File: config.mk
export PLATFORM = sky130hd
export DESIGN_NAME = slot_clock
export DESIGN_NICKNAME = d
export VERILOG_FILES = /design/src/rtl/slot_clock_pkg.sv /design/src/rtl/sc_phase.sv /design/src/rtl/sc_count.sv /design/src/rtl/sc_regs.sv /design/src/rtl/slot_clock.sv
export SDC_FILE = /design/constraint.sdc
export NUM_CORES = 1
export LEC_CHECK = 0
export CAP_MARGIN = 20
export CORE_ASPECT_RATIO = 0.8
export CORE_UTILIZATION = 69
export CTS_BUF_LIST = sky130_fd_sc_hd__clkbuf_8 sky130_fd_sc_hd__clkbuf_16
export DETAILED_ROUTE_END_ITERATION = 7
export DONT_BUFFER_PORTS = 1
export GPL_TIMING_DRIVEN = 1
export PLACE_DENSITY = 0.95
export SLEW_MARGIN = 20
export SYNTH_ARGS = -nofsm -noshare
export SYNTH_HDL_FRONTEND = slang
export SYNTH_SLANG_ARGS = --single-unit
File: constraint.sdc
create_clock -name clk -period 5.8 [get_ports clk]
set_clock_uncertainty 0.15 [all_clocks]
set_input_delay 0.87 -clock clk [delete_from_list [all_inputs] [get_ports clk]]
set_output_delay 0.87 -clock clk [all_outputs]
set_load 0.02 [all_outputs]
File: src/rtl/slot_clock_pkg.sv
package slot_clock_pkg;
  localparam int ADDR_W = 3;

  typedef enum logic [ADDR_W-1:0] {
    RA_CLOCK = 3'd0,
    RA_PHASE = 3'd1,
    RA_CORR  = 3'd2,
    RA_LIMIT = 3'd3,
    RA_CAPT  = 3'd4,
    RA_EST   = 3'd5
  } reg_addr_e;
endpackage

File: src/rtl/sc_phase.sv
module sc_phase #(
  parameter int PH_W = 15
) (
  input  logic            clk,
  input  logic            rst,
  input  logic            trig,
  input  logic            ld_en,
  input  logic [PH_W-1:0] ld_val,
  input  logic [PH_W-1:0] corr,
  input  logic [PH_W-1:0] limit,
  output logic [PH_W-1:0] phase_q,
  output logic            wrap
);
  // wrap also fires when a load put the phase beyond the limit
  assign wrap = (phase_q >= limit);

  always_ff @(posedge clk) begin
    if (rst)
      phase_q <= '0;
    else if (trig)
      phase_q <= corr;
    else if (ld_en)
      phase_q <= ld_val;
    else if (wrap)
      phase_q <= '0;
    else
      phase_q <= phase_q + PH_W'(1);
  end
endmodule

File: src/rtl/sc_count.sv
module sc_count #(
  parameter int CLK_W = 28
) (
  input  logic             clk,
  input  logic             rst,
  input  logic             step,
  input  logic             ld_en,
  input  logic [CLK_W-1:0] ld_val,
  output logic [CLK_W-1:0] cnt_q
);
  always_ff @(posedge clk) begin
    if (rst)
      cnt_q <= '0;
    else if (ld_en)
      cnt_q <= ld_val;
    else if (step)
      cnt_q <= cnt_q + CLK_W'(1);
  end
endmodule

File: src/rtl/sc_regs.sv
module sc_regs
  import slot_clock_pkg::*;
#(
  parameter int PH_W   = 15,
  parameter int CLK_W  = 28,
  parameter int DATA_W = 32
) (
  input  logic              clk,
  input  logic              rst,
  input  logic              wr,
  input  logic [ADDR_W-1:0] addr,
  input  logic [DATA_W-1:0] wdata,
  input  logic              trig,
  input  logic [PH_W-1:0]   phase_q,
  input  logic [CLK_W-1:0]  cnt_q,
  output logic              wr_clock,
  output logic              wr_phase,
  output logic [PH_W-1:0]   corr_q,
  output logic [PH_W-1:0]   lim_q,
  output logic [PH_W-1:0]   cap_q,
  output logic [CLK_W-1:0]  est_q,
  output logic [DATA_W-1:0] rdata_q
);
  logic [DATA_W-1:0] rd_mux;

  assign wr_clock = wr && (addr == RA_CLOCK);
  assign wr_phase = wr && (addr == RA_PHASE);

  always_ff @(posedge clk) begin
    if (rst) begin
      corr_q <= '0;
      lim_q  <= '0;
      est_q  <= '0;
    end else if (wr) begin
      case (addr)
        RA_CORR:  corr_q <= wdata[PH_W-1:0];
        RA_LIMIT: lim_q  <= wdata[PH_W-1:0];
        RA_EST:   est_q  <= wdata[CLK_W-1:0];
        default:  ;
      endcase
    end
  end

  always_ff @(posedge clk) begin
    if (rst)
      cap_q <= '0;
    else if (trig)
      cap_q <= phase_q;
  end

  always_comb begin
    case (addr)
      RA_CLOCK: rd_mux = DATA_W'(cnt_q);
      RA_PHASE: rd_mux = DATA_W'(phase_q);
      RA_CORR:  rd_mux = DATA_W'(corr_q);
      RA_LIMIT: rd_mux = DATA_W'(lim_q);
      RA_CAPT:  rd_mux = DATA_W'(cap_q);
      RA_EST:   rd_mux = DATA_W'(est_q);
      default:  rd_mux = '0;
    endcase
  end

  always_ff @(posedge clk) begin
    if (rst)
      rdata_q <= '0;
    else
      rdata_q <= rd_mux;
  end
endmodule

File: src/rtl/slot_clock.sv
module slot_clock
  import slot_clock_pkg::*;
#(
  parameter int PH_W   = 15,
  parameter int CLK_W  = 28,
  parameter int DATA_W = 32
) (
  input  logic              clk,
  input  logic              rst,
  input  logic [ADDR_W-1:0] bus_addr,
  input  logic              bus_wr,
  input  logic [DATA_W-1:0] bus_wdata,
  output logic [DATA_W-1:0] bus_rdata,
  input  logic              corr_trig,
  output logic [CLK_W-1:0]  native_clk,
  output logic [PH_W-1:0]   phase
);
  logic             wr_clock, wr_phase, wrap;
  logic [PH_W-1:0]  corr_q, lim_q, cap_q, phase_q;
  logic [CLK_W-1:0] est_q, cnt_q;

  sc_regs #(.PH_W(PH_W), .CLK_W(CLK_W), .DATA_W(DATA_W)) u_regs (
    .clk(clk), .rst(rst), .wr(bus_wr), .addr(bus_addr), .wdata(bus_wdata),
    .trig(corr_trig), .phase_q(phase_q), .cnt_q(cnt_q),
    .wr_clock(wr_clock), .wr_phase(wr_phase), .corr_q(corr_q),
    .lim_q(lim_q), .cap_q(cap_q), .est_q(est_q), .rdata_q(bus_rdata)
  );

  sc_phase #(.PH_W(PH_W)) u_phase (
    .clk(clk), .rst(rst), .trig(corr_trig), .ld_en(wr_phase),
    .ld_val(bus_wdata[PH_W-1:0]), .corr(corr_q), .limit(lim_q),
    .phase_q(phase_q), .wrap(wrap)
  );

  sc_count #(.CLK_W(CLK_W)) u_count (
    .clk(clk), .rst(rst), .step(wrap), .ld_en(wr_clock),
    .ld_val(bus_wdata[CLK_W-1:0]), .cnt_q(cnt_q)
  );

  assign native_clk = cnt_q;
  assign phase      = phase_q;
endmodule

# == Word-level counts from Yosys, hierarchy flattened ==
# Cells that the tools add are included.
# word_totals
reg_bits,148
out_inout_bits,75
# op_classes
n_addsub,2
n_lt_le_gt_ge,1
eq_ne,5
mux,6
n_reduce_logical,7
# op_table
cell,count
$pmux 28 s6,1
$mux 28,2
$mux 15,3
$add 28x1->28 const B,1
$add 15x1->15 const B,1
$ge 15x15->1,1
$eq 3x2->1 const B,2
$eq 3x3->1 const B,2
$reduce_and 2->1,3
$eq 3x1->1 const B,1
$logic_not 3->1,1
$logic_and 1x1->1,2
$reduce_bool 2->1,1

# == Logic depth before layout (Yosys ltp) ==
# Gate-level depths: netlist of run 1.
# logic_depth
depth_word,4
ltp_mapped,10

# == Modules after synthesis ==
# From an unflattened synthesis of run 1, not the netlist that was laid out.
# unflattened
hier_cells,869
hier_area_um2,7312.0
# by_module_without_submodules
module,instances,cells_each,area_per_inst_um2,seq_area_each_um2
sc_regs,1,481,4180.3,2021.9
sc_count,1,218,1794.2,560.5
sc_phase,1,170,1337.5,300.3

# == Worst setup path before layout of run 1 ==
# Ideal clock, no wire load.
# synth_timing
kind,register to register
from,reg u_phase.phase_q[0]
to,reg u_count.cnt_q[13]
arrival_time_ns,2.387
required_time_ns,5.559
setup_slack_ns,3.172
stages_incl_launch_ff,10
synth_period_minus_slack_ns,2.628
cell_sequence,dfxtp_1 inv_1 ha_1 nand2b_1 a211oi_1 o311a_1 o21a_1 buf_6 or4_1 a311oi_1
# synth_between
elab_chain_len,2
# synth_rtl
element,line_no,rtl
start: declaration,sc_phase.sv:11,"output logic [PH_W-1:0] phase_q,"
start signal: assignment,sc_phase.sv:21,phase_q <= corr;
start signal: assignment,sc_phase.sv:23,phase_q <= ld_val;
start signal: assignment,sc_phase.sv:27,phase_q <= phase_q + PH_W'(1);
$ge 15x15->1,sc_phase.sv:15,assign wrap = (phase_q >= limit);
$reduce_bool 2->1 (no line),n/a,
end signal: assignment,sc_count.sv:15,cnt_q <= ld_val;
end signal: assignment,sc_count.sv:17,cnt_q <= cnt_q + CLK_W'(1);
end: declaration,sc_count.sv:9,output logic [CLK_W-1:0] cnt_q
# No other way between the ends.
# A chain may end at the register's enable or synchronous reset.

# == Worst setup path in the final report of run 1 ==
# layout_timing
from,reg u_phase.phase_q[0]
to,reg u_count.cnt_q[1]
# Same word-level chain as after synthesis.

==> results.yml, run 1 <==
synthesis:
  synth.top_cell.area_share_pct: 40.84
  syn_area_mm2: 0.007059
  yosys.area.top_type: "dfxtp_1"
  synth_edf_count: 0
  synthArstFlopShare_pct: 0
  synth_cell_types: 49
  synth_common_cells: "145 x nand2_1, 144 x dfxtp_1, 91 x nor2_1"
  synth_seq_cells: 144
  yosys_most_used_dff: "dfxtp_1"
  yosysMostFrequentCell: "nand2_1"
  synth.avg_cell_area_um2: 8.004
  synth.area.top_cells: "dfxtp_1 41%, nand2_1 7.7%, a21oi_1 6.0%"
  ys_warn_count: 0
  seq_area_frac_synth_pct: 40.84
  postSynthCellCount: 882
clocking:
  clock_latency_ns: 0.43
  numCtsBuffers: 17
  cts.sinks: 144
  cts_resized: 0
  htreeDepth: 4
  cts_hold_buffers: 0
  postCtsSetupRepairBufs: 0
  cts_tree: "done"
  clockBufferDepth: 2
  cts_root_buffer: "clkbuf_16"
  clk_pin_slew_ns: 0.06
timing:
  finalCritPeriodShare_pct: 66.00
  worstMarginPinSlew_ns: 1.008
  drv_slew: 0
  setup_viol: 0
  tns_ns: 0
  relSlewSlack_pct: 32.47
  fmax_ghz: 0.2612
  rsz0062_at_grt: "no"
  hold_violations: 0
  fin_crit_ns: 3.828
routing:
  antenna_left: 0
  firstDrtPassIters: 6
  via_per_inst: 7.074
  drc: 0
  routed_wl_um: 21880
  dr_total_vias: 6989
  wl_per_cell_um: 22.14
  drtIter0Drc: 1128
placed_design:
  place_congestion: 0.9216
  placed_area_mm2: 0.006995
  numPortBuffers: 0
  place_hpwl_um: 13570
global_route:
  grt.total_usage_pct: 42.67
  first_global_vias: 6859
  grt_max_degree: 129
  grt_antenna_before_repair: 0
  overflow: 0
  grt_pass1_wl_um: 34670
worst_hold_path:
  hold_path.class: "reg -> reg"
pwr:
  power_leakage_nw: 2.662
  irDropWorstVdd_mv: 0.2381
  power.density_mw_per_mm2: 329.2
run:
  maxCapViolCount: 0
floorplan:
  pin_count: 114
  initial_utilization_pct: 71.96
  fp-row-count: 32
  die_y_um: 92.47
  core_area_mm2: 0.009809
  die-area_mm2: 0.01064
  chipWidth_um: 115.1
worst_setup_path:
  required_ns: 5.97
  crit_type: "reg -> reg"
  worstPathMaxFanout: 39
  end_kind: "flop"
  startpoint_type: "flop"
  cp.arrival_ns: 3.99
layout:
  area_growth_syn_to_layout_pct: 8.384
  num-nets-final: 896
  fillers: 617
  multi_input_area_mm2: 0.003784
  register_area_mm2: 0.002883
  layout-drive-gt1-share_pct: 5.634
  diodes: 0
  design_area_mm2: 0.007651
status:
  status: "completed"
[layout make-up]
class | instances | area share (%)
repair buffers | 5 | 0.4906
clock inverters | 11 | 2.437
well taps | 136 | 2.224
clock buffers | 20 | 6.100
flip-flops and latches | 144 | 37.68
multi-input cells | 639 | 49.45
inverters | 33 | 1.619
[metrics by stage]
step           instances  power [mW]  utilization [%]  hold WS (ns)  setup WS [ns]
2_1_floorplan        885       1.272                -        0.2829          3.172
3_3_place_gp         957       1.283            71.29        0.2824          2.356
3_5_place_dp         957       1.297            71.31        0.2910          2.228
4_1_cts              988       2.499            77.97        0.2992          2.144
5_1_grt              988       2.570            78.00        0.3243          1.901
6_report             988       2.519            78.00        0.3054          1.972
[logic make-up after synthesis]
group	Yosys count	share of synthesized area, %
buffers and inverters	102	5.884
other	1	0.05312
xor gates and xnor gates	14	1.737
DFF	144	40.84
muxes	42	6.097
and+or+nand+nor	359	23.45
AOI/OAI and AO/OA	203	18.93
adders and majority gates	17	3.013
[cells in the final DEF (no fill, tap or decap), types with 11 or more instances in the layout]
cell type    n
nand2_1    145
dfxtp_1    144
nor2_1      89
a21oi_1     85
inv_1       35
mux2i_1     34
nand3_1     29
a22oi_1     24
a221oi_1    18
ha_1        17
clkbuf_16   17
a311oi_1    16
and3_1      14
o21ai_0     13
nor4_1      12
a211oi_1    12
xnor2_1     11
[state kept, by name, indices dropped and copies added (netlist names)]
| signal | flops |
|---|---|
| u_regs.lim_q | 15 |
| u_regs.corr_q | 15 |
| u_count.cnt_q | 28 |
| u_regs.est_q | 28 |
| u_phase.phase_q | 15 |
| u_regs.cap_q | 15 |
| u_regs.rdata_q | 28 |
[critical path: stages (launching register included)]
cell	delay (ns)
dfxtp_1	0.66
inv_1	0.15
ha_1	0.32
nand2b_1	0.17
a211oi_1	0.26
o311a_1	0.27
o21a_1	0.74
buf_4	0.50
nand2_1	0.15
a311oi_1	0.35
[layer usage]
layer	wire length, um	global-route usage (%)
met5	0	0
met4	962	24.46
met3	3243	14.20
met2	9839	65.36
met1	7833	52.43
[report_power, final]
part	internal [mW]	leakage [nW]	switching [mW]
registers	1.02	1.17	0.0709
clock network	0.792	0.321	0.437
logic	0.0727	1.17	0.126
total	1.89	2.66	0.633
[final timing paths]
check	start	to	slack [ns]	cells after the start
worst max-delay path	u_phase.phase_q[0]$_SDFF_PP0_	u_count.cnt_q[1]$_SDFFE_PP0P_	1.97	9
worst min-delay path	u_regs.est_q[14]$_SDFFE_PP0P_	u_regs.est_q[14]$_SDFFE_PP0P_	0.31	2
worst max register to register	u_phase.phase_q[0]$_SDFF_PP0_	u_count.cnt_q[1]$_SDFFE_PP0P_	1.97	9
worst min register to register	u_regs.est_q[14]$_SDFFE_PP0P_	u_regs.est_q[14]$_SDFFE_PP0P_	0.31	2
No activity file was read; power rests on OpenSTA's default activity.
==> run 2, diff against run 1 <==
--- a/config.mk
+++ b/config.mk
@@ -7,12 +7,12 @@
 export LEC_CHECK = 0
 export CAP_MARGIN = 20
 export CORE_ASPECT_RATIO = 0.8
-export CORE_UTILIZATION = 69
+export CORE_UTILIZATION = 57
 export CTS_BUF_LIST = sky130_fd_sc_hd__clkbuf_8 sky130_fd_sc_hd__clkbuf_16
 export DETAILED_ROUTE_END_ITERATION = 7
 export DONT_BUFFER_PORTS = 1
 export GPL_TIMING_DRIVEN = 1
-export PLACE_DENSITY = 0.95
+export PLACE_DENSITY = 0.86
 export SLEW_MARGIN = 20
 export SYNTH_ARGS = -nofsm -noshare
 export SYNTH_HDL_FRONTEND = slang
==> constraint.sdc (replaced) <==
create_clock -name clk -period 3.4 [get_ports clk]
set_clock_uncertainty 0.15 [all_clocks]
set_input_delay 0.51 -clock clk [delete_from_list [all_inputs] [get_ports clk]]
set_output_delay 0.51 -clock clk [all_outputs]
set_load 0.02 [all_outputs]
==> results.yml, run 2 (same netlist as run 1, synthesis figures left out) <==
timing:
  tns_ns: 0
  rsz0062_at_grt: "no"
  worstMarginPinSlew_ns: 1.100
  relSlewSlack_pct: 26.65
  setup_viol: 0
  drv_slew: 0
  hold_violations: 0
  finalCritPeriodShare_pct: 89.13
  fin_crit_ns: 3.031
  fmax_ghz: 0.3300
worst_setup_path:
  worstPathMaxFanout: 59
  cp_slowest_cell: "or4_1"
  crit_buf_inv: 1
  startpoint_type: "flop"
  path_delay_family: "compound AO/OA/AOI/OAI gates"
  cp.arrival_ns: 3.21
  required_ns: 3.58
  end_kind: "flop"
  crit_type: "reg -> reg"
  path_cells: "inv_1, ha_1, nand4_1, o311a_1, o21a_2, or4_1, a311oi_1"
  cpPeakStageDelay_ns: 0.65
worst_hold_path:
  hold_path.class: "in -> reg"
run:
  maxCapViolCount: 0
global_route:
  grt_antenna_before_repair: 0
  grt.total_usage_pct: 32.52
  first_global_vias: 6124
  overflow: 0
  grt_pass1_wl_um: 32070
  grt_max_degree: 129
placed_design:
  place_congestion: 0.8757
  numPortBuffers: 0
  placed_area_mm2: 0.007152
  place_hpwl_um: 13160
layout:
  layout-drive-gt1-share_pct: 7.675
  utilization_pct: 66.11
  design_area_mm2: 0.007787
  num-nets-final: 917
  area_growth_syn_to_layout_pct: 10.32
  mostFrequentLayoutCells: "145 x nand2_1, 144 x dfxtp_1, 91 x nor2_1, 85 x a21oi_1"
  fillers: 929
  top_regs: "u_count.cnt_q (28), u_regs.est_q (28), u_regs.rdata_q (28)"
  layout_commonest_cell: "nand2_1"
  diodes: 0
clocking:
  cts.sinks: 144
  cts_tree: "done"
  clockBufferDepth: 2
  clock_latency_ns: 0.42
  postCtsSetupRepairBufs: 0
  cts_resized: 0
  numCtsBuffers: 17
  htreeDepth: 4
  clk_pin_slew_ns: 0.06
  cts_root_buffer: "clkbuf_16"
routing:
  antenna_left: 0
  via_per_inst: 6.536
  drtIter0Drc: 806
  routed_wl_um: 20560
  drc: 0
  dr_total_vias: 6673
  wl_per_cell_um: 20.14
  firstDrtPassIters: 5
pwr:
  power.density_mw_per_mm2: 533.5
  power_leakage_nw: 2.748
  irDropWorstVdd_mv: 0.3669
floorplan:
  die_y_um: 101.5
  pin_count: 114
  initial_utilization_pct: 59.93
  die-area_mm2: 0.01284
  chipWidth_um: 126.4
  fp-row-count: 35
  core_area_mm2: 0.01178
status:
  status: "completed"
==> run 2: area by class of cell <==
cell class              instances  area [um2]  area share, %
multi-input cells             639        3780          48.54
flip-flops and latches        144        2883          37.02
clock buffers                  21       480.5          6.170
repair buffers                 26       200.2          2.571
well taps                     148       185.2          2.378
clock inverters                10       135.1          1.735
inverters                      33       123.9          1.591
==> run 2: final timing paths <==
kind | from | end | slack [ns] | depth (start not counted)
max reg2reg | u_regs.lim_q[6]$_SDFFE_PP0P_ | u_count.cnt_q[13]$_SDFFE_PP0P_ | 0.37 | 7
max | u_regs.lim_q[6]$_SDFFE_PP0P_ | u_count.cnt_q[13]$_SDFFE_PP0P_ | 0.37 | 7
min reg2reg | u_regs.est_q[24]$_SDFFE_PP0P_ | u_regs.est_q[24]$_SDFFE_PP0P_ | 0.31 | 2
min | rst | u_regs.est_q[23]$_SDFFE_PP0P_ | 0.01 | 1
==> run 2: what timing repair did <==
action | in CTS | in global routing
endpoints found under the setup margin | 0 | 0
hold buffers | 1 | 1
hold endpoints to repair | 1 | 6
==> run 2: report_power, final <==
part	internal (mW)	switching (mW)
Sequential	1.74	0.0835
Combinational	0.136	0.239
Clock	1.22	0.731
==> run 2: metrics by stage <==
step                      setup WS (ns)  instances  power (mW)  hold slack (ns)
after floorplan                  0.7718        885       2.170           0.2829
after global placement           0.5085        988       2.210           0.2861
after detailed placement         0.4060        988       2.221           0.2910
after CTS                        0.4045       1020       4.141         0.003478
after global routing             0.1641       1021       4.268       -0.0002283
final                            0.3694       1021       4.155          0.01036
==> run 2: routing by layer <==
metal  part of all wire [%]  vias to the layer above  wire, um  track usage, %
li1                       -                     3073         -               -
met1                     41                     3149      8392           41.47
met2                     45                      398      9264           51.68
met3                     12                       53      2444           10.30
met4                    2.3                        0       463           12.70
met5                      0                        -         0               0
